[src/rtl/wdg_pkg.sv]
package wdg_pkg;
    localparam int CNT_W  = 8;
    localparam int KEY_W  = 7;
    localparam int WORD_W = KEY_W + 1 + CNT_W;
    localparam int LOAD_W = CNT_W + 1;

    typedef struct packed {
        logic [KEY_W-1:0] key;
        logic             run;
        logic [CNT_W-1:0] count;
    } wdg_word_t;

    typedef enum logic {
        STG_ARMED  = 1'b0,
        STG_WARNED = 1'b1
    } wdg_stage_e;

    // A zero count stands for the full range 2**CNT_W.
    function automatic logic [LOAD_W-1:0] load_value(input logic [CNT_W-1:0] c);
        logic [LOAD_W-1:0] full;
        full = '0;
        full[CNT_W] = 1'b1;
        return (c == '0) ? full : {1'b0, c};
    endfunction
endpackage

[src/rtl/wdg_key_gate.sv]
module wdg_key_gate
    import wdg_pkg::*;
(
    input  logic      clk,
    input  logic      rst,
    input  logic      wr_en,
    input  wdg_word_t wr_word,
    output logic      accept,
    output wdg_word_t stored
);
    logic key_ok;

    always_comb begin
        key_ok = (wr_word.key == ~stored.key);
        accept = wr_en && (!stored.run || key_ok);
    end

    always_ff @(posedge clk) begin
        if (rst) begin
            stored <= '0;
        end else if (accept) begin
            stored <= wr_word;
        end
    end

    p_ignored_keeps_word_r3: assert property (@(posedge clk) disable iff (rst)
        (wr_en && !accept) |=> $stable(stored));
    p_armed_needs_inverse_r4: assert property (@(posedge clk) disable iff (rst)
        (accept && stored.run) |-> (wr_word.key == ~stored.key));
endmodule

[src/rtl/wdg_tick_counter.sv]
module wdg_tick_counter
    import wdg_pkg::*;
#(
    parameter int GRACE_TICKS = 1
) (
    input  logic             clk,
    input  logic             rst,
    input  logic             load,
    input  logic [CNT_W-1:0] load_count,
    input  logic             load_run,
    input  logic             tick,
    input  logic             reload_grace,
    input  logic             halt,
    output logic             expire
);
    localparam logic [LOAD_W-1:0] GRACE_V = LOAD_W'(GRACE_TICKS);
    localparam logic [LOAD_W-1:0] ONE_V   = LOAD_W'(1);

    logic [LOAD_W-1:0] cnt;
    logic              running;

    always_comb begin
        expire = running && tick && (cnt == ONE_V) && !load;
    end

    always_ff @(posedge clk) begin
        if (rst) begin
            cnt     <= '0;
            running <= 1'b0;
        end else if (load) begin
            cnt     <= load_value(load_count);
            running <= load_run;
        end else if (halt) begin
            cnt     <= '0;
            running <= 1'b0;
        end else if (reload_grace) begin
            cnt <= GRACE_V;
        end else if (running && tick) begin
            cnt <= cnt - ONE_V;
        end
    end

    p_zero_is_full_r6: assert property (@(posedge clk) disable iff (rst)
        (load && load_count == '0) |=> (cnt == LOAD_W'(1 << CNT_W)));
    p_no_tick_holds_r11: assert property (@(posedge clk) disable iff (rst)
        (!tick && !load && !halt) |=> $stable(cnt));
    p_stopped_no_expiry_r5: assert property (@(posedge clk) disable iff (rst)
        !running |-> !expire);
endmodule

[src/rtl/wdg_stage_ctl.sv]
module wdg_stage_ctl
    import wdg_pkg::*;
(
    input  logic clk,
    input  logic rst,
    input  logic clear,
    input  logic expire,
    output logic reload_grace,
    output logic halt,
    output logic nmi,
    output logic rst_req
);
    wdg_stage_e stage;

    always_comb begin
        reload_grace = expire && (stage == STG_ARMED);
        halt         = expire && (stage == STG_WARNED);
    end

    always_ff @(posedge clk) begin
        if (rst) begin
            stage   <= STG_ARMED;
            nmi     <= 1'b0;
            rst_req <= 1'b0;
        end else if (clear) begin
            stage <= STG_ARMED;
            nmi   <= 1'b0;
        end else if (reload_grace) begin
            stage <= STG_WARNED;
            nmi   <= 1'b1;
        end else if (halt) begin
            rst_req <= 1'b1;
        end
    end

    p_rst_sticky_r8: assert property (@(posedge clk) disable iff (rst)
        rst_req |=> rst_req);
    p_nmi_precedes_rst_r8: assert property (@(posedge clk) disable iff (rst)
        $rose(rst_req) |-> $past(nmi));
    p_service_lowers_nmi_r9: assert property (@(posedge clk) disable iff (rst)
        clear |=> !nmi);
endmodule

[src/rtl/wdg_keyed_top.sv]
module wdg_keyed_top
    import wdg_pkg::*;
#(
    parameter int GRACE_TICKS = 1
) (
    input  logic              clk,
    input  logic              rst,
    input  logic              wr_en,
    input  logic [WORD_W-1:0] wr_data,
    input  logic              tick,
    output logic              nmi,
    output logic              rst_req
);
    wdg_word_t wr_word;
    wdg_word_t stored;
    logic      accept;
    logic      expire;
    logic      reload_grace;
    logic      halt;

    assign wr_word = wdg_word_t'(wr_data);

    wdg_key_gate u_gate (
        .clk     (clk),
        .rst     (rst),
        .wr_en   (wr_en),
        .wr_word (wr_word),
        .accept  (accept),
        .stored  (stored)
    );

    wdg_tick_counter #(.GRACE_TICKS(GRACE_TICKS)) u_cnt (
        .clk          (clk),
        .rst          (rst),
        .load         (accept),
        .load_count   (wr_word.count),
        .load_run     (wr_word.run),
        .tick         (tick),
        .reload_grace (reload_grace),
        .halt         (halt),
        .expire       (expire)
    );

    wdg_stage_ctl u_stage (
        .clk          (clk),
        .rst          (rst),
        .clear        (accept),
        .expire       (expire),
        .reload_grace (reload_grace),
        .halt         (halt),
        .nmi          (nmi),
        .rst_req      (rst_req)
    );

    p_write_beats_tick_r10: assert property (@(posedge clk) disable iff (rst)
        accept |-> !expire);
endmodule

[config.mk]
export PLATFORM = sky130hd
export DESIGN_NAME = wdg_keyed_top
export DESIGN_NICKNAME = d
export VERILOG_FILES = /design/src/rtl/wdg_pkg.sv /design/src/rtl/wdg_key_gate.sv /design/src/rtl/wdg_tick_counter.sv /design/src/rtl/wdg_stage_ctl.sv /design/src/rtl/wdg_keyed_top.sv
export SDC_FILE = /design/constraint.sdc
export NUM_CORES = 1
export LEC_CHECK = 0
export BUFFER_PORTS_ARGS = -buffer_cell sky130_fd_sc_hd__buf_2
export CAP_MARGIN = 0
export CORE_MARGIN = 4
export CORE_UTILIZATION = 35
export DETAILED_ROUTE_END_ITERATION = 8
export GPL_TIMING_DRIVEN = 0
export PLACE_DENSITY = 0.54
export SETUP_SLACK_MARGIN = 0.05
export SYNTH_ARGS = -nofsm -noshare
export SYNTH_HDL_FRONTEND = slang
export SYNTH_SLANG_ARGS = --single-unit
[constraint.sdc]
create_clock -name clk -period 2.33 [get_ports clk]
set_input_delay 0.3495 -clock clk [delete_from_list [all_inputs] [get_ports clk]]
set_output_delay 0.3495 -clock clk [all_outputs]
set_load 0.005 [all_outputs]
==> results.sh <==
export IMPL_status="finished clean"
export IMPL_grt_ovfl_total=0
export IMPL_seq_area_frac_synth_pct=37.6
export IMPL_fmax_mhz=522
export IMPL_fin_crit_sh_pct=82.3
export IMPL_maxCapViolCount=0
export IMPL_drive_gt1_share_pct=21.7
export IMPL_start_kind="flip-flop"
export IMPL_start_util_pct=37.6
export IMPL_slowest_delay_ps=500
export IMPL_grt_max_degree=11
export IMPL_wl_um=2310
export IMPL_ioPinCount=22
export IMPL_die_x_um=63.2
export IMPL_setup_tns_ps=0
export IMPL_drv_slew=0
export IMPL_ctsHtreeMaxLevel=1
export IMPL_drc=0
export IMPL_p_leak_nw=0.513
export IMPL_nets=167
export IMPL_worstPathMaxFanout=6
export IMPL_die_h_um=63.2
export IMPL_core_um2=2830
export IMPL_dr_first_iter_drc_count=21
export IMPL_crit_chain="inv_1 -> ha_1 -> nand3_2 -> or3_4 -> or4_1 -> a311oi_2"
export IMPL_grt_pass1_wl_um=4130
export IMPL_period_minus_slack_ps=1920
export IMPL_skew_ps=4.11
export IMPL_cts_buffers=3
export IMPL_clk_pin_slew_worst_paths_ps=110
export IMPL_synthDistinctLibCells=33
export IMPL_hp_class="input port to flip-flop"
export IMPL_final_cell_area_um2=1230
export IMPL_cts_hold_fix_buffers=0
export IMPL_firstDrtPassIters=4
export IMPL_dp_final_hpwl_um=1830
export IMPL_rows=19
export IMPL_cts_tree="built"
export IMPL_clk_latency_ps=290
export IMPL_syn_nets=142
export IMPL_wire_per_inst_um=13.3
export IMPL_yosysWarnings=0
export IMPL_r2r_cells=6
export IMPL_final_common_cell="nor2_1"
export IMPL_rsz0062_at_grt="no"
export IMPL_path_buf_inv=1
export IMPL_worst_setup_path_type="flip-flop to flip-flop"
export IMPL_netlist_instances=120
export IMPL_first_global_vias=930
export IMPL_numPortBuffers=20
export IMPL_tightest_slew_ps=545
export IMPL_crit_slowest_cell="or4_1"
export IMPL_crit_arrival_ps=2130
export IMPL_setup_ws_ps=413
export IMPL_stdcell_count=174
export IMPL_setup_viol_count_final=0
export IMPL_track_usage_pct=12.7
export IMPL_antenna_cells=0
export IMPL_clk_path_buf_depth=2
export IMPL_vias=928
export IMPL_ys_seq_elements=20
export IMPL_synthToLayoutAreaGrowth_pct=15.2
export IMPL_grt_antenna_before_repair=0
export IMPL_syn_cell_area_um2=1060
export IMPL_holdPathStages=3
export IMPL_cts_sinks=20
export IMPL_antenna_left=0
export IMPL_vias_per_cell=5.33
export IMPL_synth_avg_cell_area_um2=8.87
export IMPL_p_per_area_nw_per_um2=566
export IMPL_root_buffer="clkbuf_4"
export IMPL_worst_path_stages=6
export IMPL_hold_violations=0
export IMPL_critPathCaptureType="flip-flop"
export IMPL_place_area_um2=1200
export IMPL_post_place_cells=171
export IMPL_die_area_um2=3990
export IMPL_place_gp_congestion=0.801
export IMPL_post_cts_resized=0
export IMPL_vdd_drop_max_mv=0.286
export IMPL_slew_headroom_pct=63.6
export IMPL_required_ps=2550
export IMPL_fillers=308
export IMPL_layout_common_cells="nor2_1, buf_2, dfxtp_1, mux2i_1, a211oi_1"
export IMPL_place_ws_ps=427
export IMPL_path_delay_family="simple AND/OR/NAND/NOR gates"
export IMPL_post_cts_buffers=0
[sequential cells by signal (all words and copies together), names as in the netlist]
name	cells
u_cnt.cnt	9
u_gate.stored	8
u_cnt.running	1
u_stage.rst_req	1
u_stage.stage	1
[final cells by class]
| cell class | instances | area (um^2) | area share, % |
|---|---|---|---|
| Tap cell | 31 | 38.8 | 3.16 |
| Inverter | 4 | 15.0 | 1.22 |
| Multi-Input combinational cell | 91 | 624 | 50.9 |
| Buffer | 5 | 25.0 | 2.04 |
| Clock buffer | 3 | 22.5 | 1.84 |
| Timing Repair Buffer | 20 | 100 | 8.16 |
| Sequential cell | 20 | 400 | 32.7 |
[cells by family after synthesis]
logic type      share of synthesized area [%]
simple gates                             22.2
mux                                      11.3
compound gates                           17.0
flops                                    37.6
buf+inv                                  3.76
xor+xnor                                 5.76
fa+ha+maj                                2.35
[worst reg2reg max path, stage by stage (launching register included)]
cell and delay [ps]:
dfxtp_1 380, inv_1 80, ha_1 150, nand3_2 110, or3_4 360, or4_1 500, a311oi_2 270
[through the flow]
step | utilization (%) | total power, mW | hold WS, ps
floorplan | - | 0.495 | 464
global placement | 42.5 | 0.537 | 455
detailed placement | 42.5 | 0.541 | 470
CTS | 43.3 | 0.706 | 291
global route | 43.3 | 0.747 | 292
finish | 43.3 | 0.694 | 302
[power breakdown]
part	switching [mW]	total, mW	internal, mW
Sequential	0.0235	0.390	0.367
Combinational	0.0758	0.142	0.0660
Clock	0.102	0.162	0.0601
[final timing paths]
check                                      from  slack, ps          endpoint
worst max-delay path               u_cnt.cnt[0]        410      u_cnt.cnt[8]
worst min-delay path                 wr_data[8]        300  u_gate.stored[8]
worst max register to register     u_cnt.cnt[0]        410      u_cnt.cnt[8]
worst min register to register  u_stage.rst_req        490   u_stage.rst_req
[routing by layer]
metal / global-route usage, % / vias to the layer above / share of wire (%)
met5: 0 / - / 0
li1: - / 482 / -
met3: 3.20 / 2 / 3.9
met1: 15.8 / 428 / 49
met2: 21.3 / 16 / 47
met4: 4.13 / 0 / 0.82
[cells in the mapped netlist]
cell type | instances | area share [%]
a2111oi_0 | 1 | 0.82
a211oi_1 | 7 | 4.9
a21oi_1 | 5 | 2.3
a21oi_4 | 1 | 1.5
a22oi_1 | 1 | 0.71
a311oi_1 | 2 | 1.6
a311oi_2 | 1 | 1.4
a31oi_1 | 1 | 0.59
a32oi_1 | 1 | 0.82
a41oi_1 | 1 | 0.82
and4_1 | 1 | 0.82
buf_2 | 2 | 0.94
buf_4 | 1 | 0.71
clkbuf_1 | 2 | 0.71
dfxtp_1 | 20 | 38
ha_1 | 2 | 2.3
inv_1 | 4 | 1.4
mux2i_1 | 12 | 11
nand2_1 | 3 | 1.1
nand2b_1 | 1 | 0.59
nand3_1 | 1 | 0.47
nand3_2 | 1 | 0.94
nor2_1 | 26 | 9.2
nor2b_1 | 2 | 1.2
nor3_1 | 2 | 0.94
nor4_1 | 3 | 1.8
nor4_2 | 1 | 1.2
nor4bb_1 | 1 | 0.94
o21ai_0 | 3 | 1.4
or3_4 | 1 | 1.1
or4_1 | 3 | 2.1
xnor2_1 | 4 | 3.3
xor2_1 | 3 | 2.5
Note: power is estimated with default switching activity, not from simulation.
